--- src/rtl/keyin_pkg.sv ---
package keyin_pkg;
    localparam int unsigned KEY_COUNT_DEF = 4;
    localparam int unsigned SYNC_DEPTH_DEF = 2;
    localparam logic ADDR_CTRL = 1'b0;
    localparam logic ADDR_STAT = 1'b1;
    localparam int unsigned STAT_FLAG_BIT = 0;
endpackage

--- src/rtl/keyin_regs.sv ---
module keyin_regs
    import keyin_pkg::*;
#(
    parameter int unsigned NUM_KEYS = KEY_COUNT_DEF,
    localparam int unsigned CFG_W = 2 * NUM_KEYS
) (
    input  logic                clk,
    input  logic                rst_n,
    input  logic                bus_wr,
    input  logic                bus_addr,
    input  logic [CFG_W-1:0]    bus_wdata,
    input  logic                flag,
    output logic [CFG_W-1:0]    cfg,
    output logic [NUM_KEYS-1:0] key_en,
    output logic [NUM_KEYS-1:0] key_rise,
    output logic                clr_req,
    output logic [CFG_W-1:0]    bus_rdata
);
    typedef struct packed {
        logic [CFG_W-1:0] cfg;
    } regs_t;

    regs_t st_d, st_q;

    always_comb begin
        st_d = st_q;
        if (bus_wr && bus_addr == ADDR_CTRL) begin
            st_d.cfg = bus_wdata;
        end
    end

    always_ff @(posedge clk or negedge rst_n) begin
        if (!rst_n) begin
            st_q <= '0;
        end else begin
            st_q <= st_d;
        end
    end

    // Per-key field split: enable at even bit, polarity at odd bit
    for (genvar k = 0; k < NUM_KEYS; k++) begin : g_fields
        assign key_en[k]   = st_q.cfg[2*k];
        assign key_rise[k] = st_q.cfg[2*k+1];
    end

    assign cfg     = st_q.cfg;
    assign clr_req = bus_wr && (bus_addr == ADDR_STAT) && bus_wdata[STAT_FLAG_BIT];

    always_comb begin
        bus_rdata = '0;
        if (bus_addr == ADDR_CTRL) begin
            bus_rdata = st_q.cfg;
        end else begin
            bus_rdata[STAT_FLAG_BIT] = flag;
        end
    end
endmodule

--- src/rtl/keyin_merge.sv ---
module keyin_merge
    import keyin_pkg::*;
#(
    parameter int unsigned NUM_KEYS = KEY_COUNT_DEF
) (
    input  logic [NUM_KEYS-1:0] key_pin,
    input  logic [NUM_KEYS-1:0] port_dir,
    input  logic [NUM_KEYS-1:0] key_en,
    input  logic [NUM_KEYS-1:0] key_rise,
    output logic                merged
);
    logic [NUM_KEYS-1:0] key_act;

    // Normalize each pin to active-high, then qualify by direction and enable
    for (genvar k = 0; k < NUM_KEYS; k++) begin : g_key
        logic lvl_hi;
        assign lvl_hi     = key_pin[k] ^ ~key_rise[k];
        assign key_act[k] = lvl_hi & key_en[k] & port_dir[k];
    end

    assign merged = |key_act;
endmodule

--- src/rtl/keyin_edge.sv ---
module keyin_edge
    import keyin_pkg::*;
#(
    parameter int unsigned SYNC_DEPTH = SYNC_DEPTH_DEF
) (
    input  logic clk,
    input  logic rst_n,
    input  logic din,
    output logic pulse
);
    typedef struct packed {
        logic [SYNC_DEPTH-1:0] sync;
        logic                  prev;
    } edge_t;

    edge_t st_d, st_q;

    always_comb begin
        st_d      = st_q;
        st_d.sync = {st_q.sync[SYNC_DEPTH-2:0], din};
        st_d.prev = st_q.sync[SYNC_DEPTH-1];
    end

    always_ff @(posedge clk or negedge rst_n) begin
        if (!rst_n) begin
            st_q <= '0;
        end else begin
            st_q <= st_d;
        end
    end

    assign pulse = st_q.sync[SYNC_DEPTH-1] & ~st_q.prev;
endmodule

--- src/rtl/keyin_flag.sv ---
module keyin_flag (
    input  logic clk,
    input  logic rst_n,
    input  logic set,
    input  logic clr,
    output logic flag
);
    typedef struct packed {
        logic flag;
    } flag_t;

    flag_t st_d, st_q;

    always_comb begin
        st_d = st_q;
        if (set) begin
            st_d.flag = 1'b1;
        end else if (clr) begin
            st_d.flag = 1'b0;
        end
    end

    always_ff @(posedge clk or negedge rst_n) begin
        if (!rst_n) begin
            st_q <= '0;
        end else begin
            st_q <= st_d;
        end
    end

    assign flag = st_q.flag;
endmodule

--- src/rtl/keyin_irq_ctrl.sv ---
module keyin_irq_ctrl
    import keyin_pkg::*;
#(
    parameter int unsigned NUM_KEYS   = KEY_COUNT_DEF,
    parameter int unsigned SYNC_DEPTH = SYNC_DEPTH_DEF,
    localparam int unsigned CFG_W = 2 * NUM_KEYS
) (
    input  logic                clk,
    input  logic                rst_n,
    input  logic [NUM_KEYS-1:0] key_pin,
    input  logic [NUM_KEYS-1:0] port_dir,
    input  logic                irq_en,
    input  logic                bus_wr,
    input  logic                bus_addr,
    input  logic [CFG_W-1:0]    bus_wdata,
    output logic [CFG_W-1:0]    bus_rdata,
    output logic                irq_req,
    output logic                wake
);
    logic [CFG_W-1:0]    cfg_w;
    logic [NUM_KEYS-1:0] en_w;
    logic [NUM_KEYS-1:0] rise_w;
    logic                clr_w;
    logic                flag_w;
    logic                merged_w;
    logic                edge_w;

    keyin_regs #(.NUM_KEYS(NUM_KEYS)) u_regs (
        .clk       (clk),
        .rst_n     (rst_n),
        .bus_wr    (bus_wr),
        .bus_addr  (bus_addr),
        .bus_wdata (bus_wdata),
        .flag      (flag_w),
        .cfg       (cfg_w),
        .key_en    (en_w),
        .key_rise  (rise_w),
        .clr_req   (clr_w),
        .bus_rdata (bus_rdata)
    );

    keyin_merge #(.NUM_KEYS(NUM_KEYS)) u_merge (
        .key_pin  (key_pin),
        .port_dir (port_dir),
        .key_en   (en_w),
        .key_rise (rise_w),
        .merged   (merged_w)
    );

    keyin_edge #(.SYNC_DEPTH(SYNC_DEPTH)) u_edge (
        .clk   (clk),
        .rst_n (rst_n),
        .din   (merged_w),
        .pulse (edge_w)
    );

    keyin_flag u_flag (
        .clk   (clk),
        .rst_n (rst_n),
        .set   (edge_w),
        .clr   (clr_w),
        .flag  (flag_w)
    );

    assign wake    = merged_w;
    assign irq_req = flag_w & irq_en;
endmodule

--- config.mk ---
export PLATFORM = sky130hd
export DESIGN_NAME = keyin_irq_ctrl
export DESIGN_NICKNAME = d
export VERILOG_FILES = /design/src/rtl/keyin_pkg.sv /design/src/rtl/keyin_regs.sv /design/src/rtl/keyin_merge.sv /design/src/rtl/keyin_edge.sv /design/src/rtl/keyin_flag.sv /design/src/rtl/keyin_irq_ctrl.sv
export SDC_FILE = /design/constraint.sdc
export NUM_CORES = 1
export LEC_CHECK = 0
export BUFFER_PORTS_ARGS = -buffer_cell sky130_fd_sc_hd__buf_2
export CORE_MARGIN = 2
export CORE_UTILIZATION = 46
export DETAILED_ROUTE_END_ITERATION = 8
export PLACE_DENSITY = 0.81
export SKIP_LAST_GASP = 1
export SLEW_MARGIN = 30
export SYNTH_ARGS = -nofsm -noshare
export SYNTH_HDL_FRONTEND = slang
export SYNTH_SLANG_ARGS = --single-unit
--- constraint.sdc ---
create_clock -name clk -period 1.3 [get_ports clk]
set_input_delay 0.13 -clock clk [delete_from_list [all_inputs] [get_ports clk]]
set_output_delay 0.13 -clock clk [all_outputs]
set_load 0.02 [all_outputs]
Word level (Yosys, flattened, before mapping) --
Index checks and enable logic that the tools add are counted.
Word-level totals: output and inout port bits 10, logic and storage cells 33, flip-flop bits (word level) 12
Operators by class: bitwise gates (word level) 20, reductions and logical operators 5, mux-type cells 4
Operators by type and width (number):
- AND 1 bit | 10
- two-way mux 7 bit | 1
- NOT 1 bit | 6
- OR reduction 4 bit | 1
- bitwise XOR 1 bit | 4
- logical AND 1 bit | 3
- two-way mux 1 bit | 3
- nonzero test 2 bit | 1

Depth between registers and ports, before layout --
word-level depth 5, gate-level depth with buffers 4, gate-level depth less buffers 3

Hierarchy --
A second synthesis with hierarchy kept.
Unflattened totals: cells, all modules 52, area, all modules 673.1 um2
Modules (own cells, without submodules):
- keyin_regs | sequential area each 200.2 um2, area an instance 480.5 um2, instances 1, cells each 35
- keyin_edge | sequential area each 75.1 um2, area an instance 88.8 um2, instances 1, cells each 4
- keyin_merge | sequential area each 0.0 um2, area an instance 61.3 um2, instances 1, cells each 9
- keyin_flag | sequential area each 25.0 um2, area an instance 36.3 um2, instances 1, cells each 3
- keyin_irq_ctrl | sequential area each 0.0 um2, area an instance 6.3 um2, instances 1, cells each 1

Worst setup path before layout --
OpenSTA, ideal clock, no wires.
path kind flip-flop to flip-flop, from reg u_regs.st_q (netlist bit u_regs.cfg[1]), to reg u_edge.st_q (netlist bit u_edge.st_d[2]), clock period less this slack 1046 ps, data required time 1071 ps, cell stages (with the launch flop) 4, path buffers 0, arrival 816 ps, setup slack 254 ps, path through dfrtp_1 > xnor2_1 > nand3_1 > nand4_1
Between the ends: cells in the longest elaborated chain, start to end 5
RTL lines:
- start, declared | line keyin_regs.sv:23 | regs_t st_d, st_q;
- start signal, assigned | line keyin_regs.sv:36 | st_q <= st_d;
- NOT 1 bit | line keyin_merge.sv:17 | assign lvl_hi = key_pin[k] ^ ~key_rise[k];
- bitwise XOR 1 bit | line keyin_merge.sv:17
- AND 1 bit (2 in a row) | line keyin_merge.sv:18 | assign key_act[k] = lvl_hi & key_en[k] & port_dir[k];
- OR reduction 4 bit | line keyin_merge.sv:21 | assign merged = |key_act;
- named net wake | line keyin_irq_ctrl.sv:18 | output logic wake
- end signal, assigned | line keyin_edge.sv:28 | st_q <= st_d;
- end, declared | line keyin_edge.sv:16 | edge_t st_d, st_q;
The timed path passes the listed nets, and every way through them passes these cells. A chain may end at the register's enable or synchronous reset.

Final worst setup path --
from reg u_regs.st_q (netlist bit u_regs.cfg[7]), to out wake
Between the ends: cells in the longest elaborated chain, start to end 5
RTL lines (line):
- NOT 1 bit | keyin_merge.sv:17
- bitwise XOR 1 bit | keyin_merge.sv:17
- AND 1 bit (2 in a row) | keyin_merge.sv:18
- OR reduction 4 bit | keyin_merge.sv:21
- end, declared | keyin_irq_ctrl.sv:18
Every way passes these cells.

==> metrics.md <==
| Metric | Value |
|---|---|
| Outcome | `finished with violations` |
| Failing checks | `negative setup slack` |
| DRC | `0` |
| Worst reg2reg endpoint | `u_regs.cfg[3]` |
| Maximum clock frequency | `approximately 760 MHz` |
| Synth warnings | `0` |
| FF+latch count, synth | `12` |
| Setup TNS | `-0.02089 ns` |
| Kind of critical path | `reg -> out` |
| Final Power | `0.001036 W` |
| Flop pwr share | `0.475` |
| Final Max Slew Viols | `0` |
| TritonCTS Buffers | `3` |
| Mapped Cells | `45` |
| Reg2Reg Depth | `2` |
| Clk pwr share | `0.209` |
| Chip Height | `40.81 um` |
| DIE WIDTH | `40.81 um` |
| Ant diodes | `0` |
| Worst reg-to-reg setup slack | `about 0.38 ns` |
| Hold Fails Final Rpt | `0` |
| Total clock sinks | `12` |
| IO Pins | `31` |
| CP arrival | `approximately 1.2 ns` |
| Largest net degree at the start of global routing | `13` |
| Sequential-to-total area share from yosys stat | `0.4819` |
| Max cap viols | `0` |
| Core area | `0.001285 mm^2` |
| Gpl congestion | `0.6279` |
| Worst hold path class | `in -> reg` |
| Sw Ratio | `0.2888` |
| Global-route wire length before repair | `about 1.6 mm` |
| Vias in the first global route | `roughly 370` |
| Fill cells | `105` |
| Worst Path Required | `around 1.2 ns` |
| Worst hold path stage count | `2` |
| Share of cells above drive strength 1 | `0.6582` |
| Critical path endpoint category | `primary output` |
| Worst-skew pair later-pin latency | `around 0.27 ns` |
| Tot GR Track Use | `0.1604` |
| CTS max path bufs | `2` |
| Final setup violation count | `1` |
| Antenna violations before repair | `0` |
| PnR worst setup slack | `-0.02089 ns` |
| Via density per instance | `4.691` |
| Period utilization | `1.016` |
| 1st-pass router iterations | `2` |
| CTS root buf | `clkbuf_4` |
| Leakage power | `0.4320 nW` |
| Worst-Margin Slew | `0.3429 ns` |
| Psw | `0.0002992 W` |
| Worst vdd ir | `0.7803 mV` |
| Nets | `102` |
| HPWL Detailed | `890.9 um` |
| Reg clk slew, reported paths | `0.07 ns` |
| Port Buffers | `30` |
| Cell Area, Synth | `623.1 um^2` |
| Routed WL | `roughly 1.2 mm` |
| Syn avg cell area | `13.85 um^2` |
| Hold_sp | `bus_wdata[4]` |
| Comb pwr share | `0.316` |
| DR iter-0 viols | `1` |
| H-tree depth | `1` |
| Total grt overflow | `0` |
| Routed len/inst | `12.50 um` |
| Pint | `0.0007365 W` |
| Syn_nets | `66` |
| Final min period | `1.321 ns` |
| Die footprint | `0.001665 mm^2` |
| RSZ-0062 raised after global routing | `true` |
| Initial Util | `0.4849` |
| Routed Antenna Nets | `0` |
| Vias | `441` |
| Layout area overhead | `31.73%` |
| CTS tree | `yes` |
| Pwr dens | `1262 mW/mm^2` |
| # rows | `13` |
| Slew margin rel. | `0.7709` |
| Sink of the worst hold path | `u_regs.cfg[4]` |
| Setup clock skew after layout | `between 0.005 and 0.006 ns` |
| Crit-path max FO | `3` |
| CP Launch Type | `register` |
| Count of different cell masters after synthesis | `14` |
| R2R Path Start | `u_regs.cfg[3]` |
[synth_stat cells]
library cell | instances | area (um^2)
and2_1 | 1 | 6.260
and2b_2 | 7 | 61.31
buf_12 | 1 | 20.02
buf_6 | 1 | 11.26
dfrtp_1 | 12 | 300.3
inv_1 | 1 | 3.750
mux2_2 | 1 | 11.26
mux2_4 | 8 | 120.1
nand2_1 | 1 | 3.750
nand3_1 | 5 | 25.02
nand4_1 | 1 | 6.260
nor2b_4 | 1 | 13.76
o21ai_0 | 1 | 5.000
xnor2_1 | 4 | 35.03
[cell usage in the layout, fill, tap and decap left out, drive strengths merged]
| cell | instances |
|---|---|
| nand3 | 5 |
| mux2 | 9 |
| nand2 | 1 |
| dlygate4sd3 | 1 |
| nor2b | 1 |
| and2b | 7 |
| buf | 32 |
| clkbuf | 3 |
| and2 | 1 |
| o21ai | 1 |
| xnor2 | 4 |
| nand4 | 1 |
| dfrtp | 12 |
| inv | 1 |
[flip-flops by register name, indices dropped and copies added (netlist names)]
register and count:
u_edge.st_d 2, u_flag.flag 1, u_edge.st_q 1, u_regs.cfg 8
[final cells by class]
| class | count | area, um^2 | area share |
|---|---|---|---|
| Timing Repair Buffer | 33 | 187.7 | 0.2287 |
| Sequential cell | 12 | 300.3 | 0.3659 |
| Tap cell | 15 | 18.77 | 0.02287 |
| Inverter | 1 | 3.754 | 0.004573 |
| Multi-Input combinational cell | 30 | 287.8 | 0.3506 |
| Clock buffer | 3 | 22.52 | 0.02744 |
[power by group through the flow]
stage / Clock, W / Combinational [W] / Sequential [W]
after floorplan: 0 / 0.000217 / 0.000485
after global routing: 0.000242 / 0.000356 / 0.000500
after detailed placement: 0 / 0.000298 / 0.000501
after global placement: 0 / 0.000292 / 0.000495
after CTS: 0.000221 / 0.000314 / 0.000493
final: 0.000216 / 0.000327 / 0.000492
[critical path, cell delays in order (launching register included)]
cell,delay [ns]
dfrtp_1,0.41
xnor2_1,0.13
nand3_1,0.09
nand4_1,0.14
buf_6,0.16
[per-layer routing]
metal | wire (um) | global-route usage
met4 | 19 | 0.1000
met5 | 0 | 0
met1 | 455 | 0.1763
met2 | 627 | 0.2539
met3 | 72 | 0.06522
[worst max path at each step]
stage,startpoint,to,slack (ns),cells past startpoint
2_1_floorplan,u_regs.cfg[1],u_edge.st_d[2],0.25,3
5_1_grt,u_regs.cfg[7],wake,-0.08,4
4_1_cts,u_regs.cfg[7],wake,-0.03,4
3_3_place_gp,bus_addr,u_regs.cfg[1],0.21,3
6_report,u_regs.cfg[7],wake,-0.02,4
3_5_place_dp,bus_addr,u_regs.cfg[6],0.19,3
[through the flow]
| step | instances | setup slack [ns] | util | area, um^2 | hold slack [ns] |
|---|---|---|---|---|---|
| after global placement | 88 | 0.2105 | 0.5920 | 760.7 | 0.01305 |
| after floorplan | 45 | 0.2545 | - | 623.1 | -0.1656 |
| final | 94 | -0.02089 | 0.6388 | 820.8 | 0.08779 |
| after global routing | 94 | -0.08470 | 0.6388 | 820.8 | 0.07760 |
| after CTS | 93 | -0.02738 | 0.6251 | 803.3 | 0.08604 |
| after detailed placement | 88 | 0.1947 | 0.5920 | 760.7 | 0.01401 |
[cells by family (layout without fill, tap and decap cells)]
kind of cell    count (synthesis)  count (layout)  synth area share
simple gates                   16              16            0.1867
xor+xnor                        4               4           0.05622
buf+inv                         3              37           0.05622
compound gates                  1               1          0.008024
flops                          12              12            0.4819
mux                             9               9            0.2108
[repair_timing]
| action | 4_1_cts | 5_1_grt |
|---|---|---|
| hold endpoints to repair | 12 | 0 |
| gates resized for setup | 1 | 3 |
| endpoints found under the setup margin | 1 | 2 |
| hold buffers | 1 | 0 |
| pin swaps | 0 | 2 |
| setup buffers | 1 | 1 |
| gates cloned | 0 | 0 |
(Power assumes the default switching activity.)
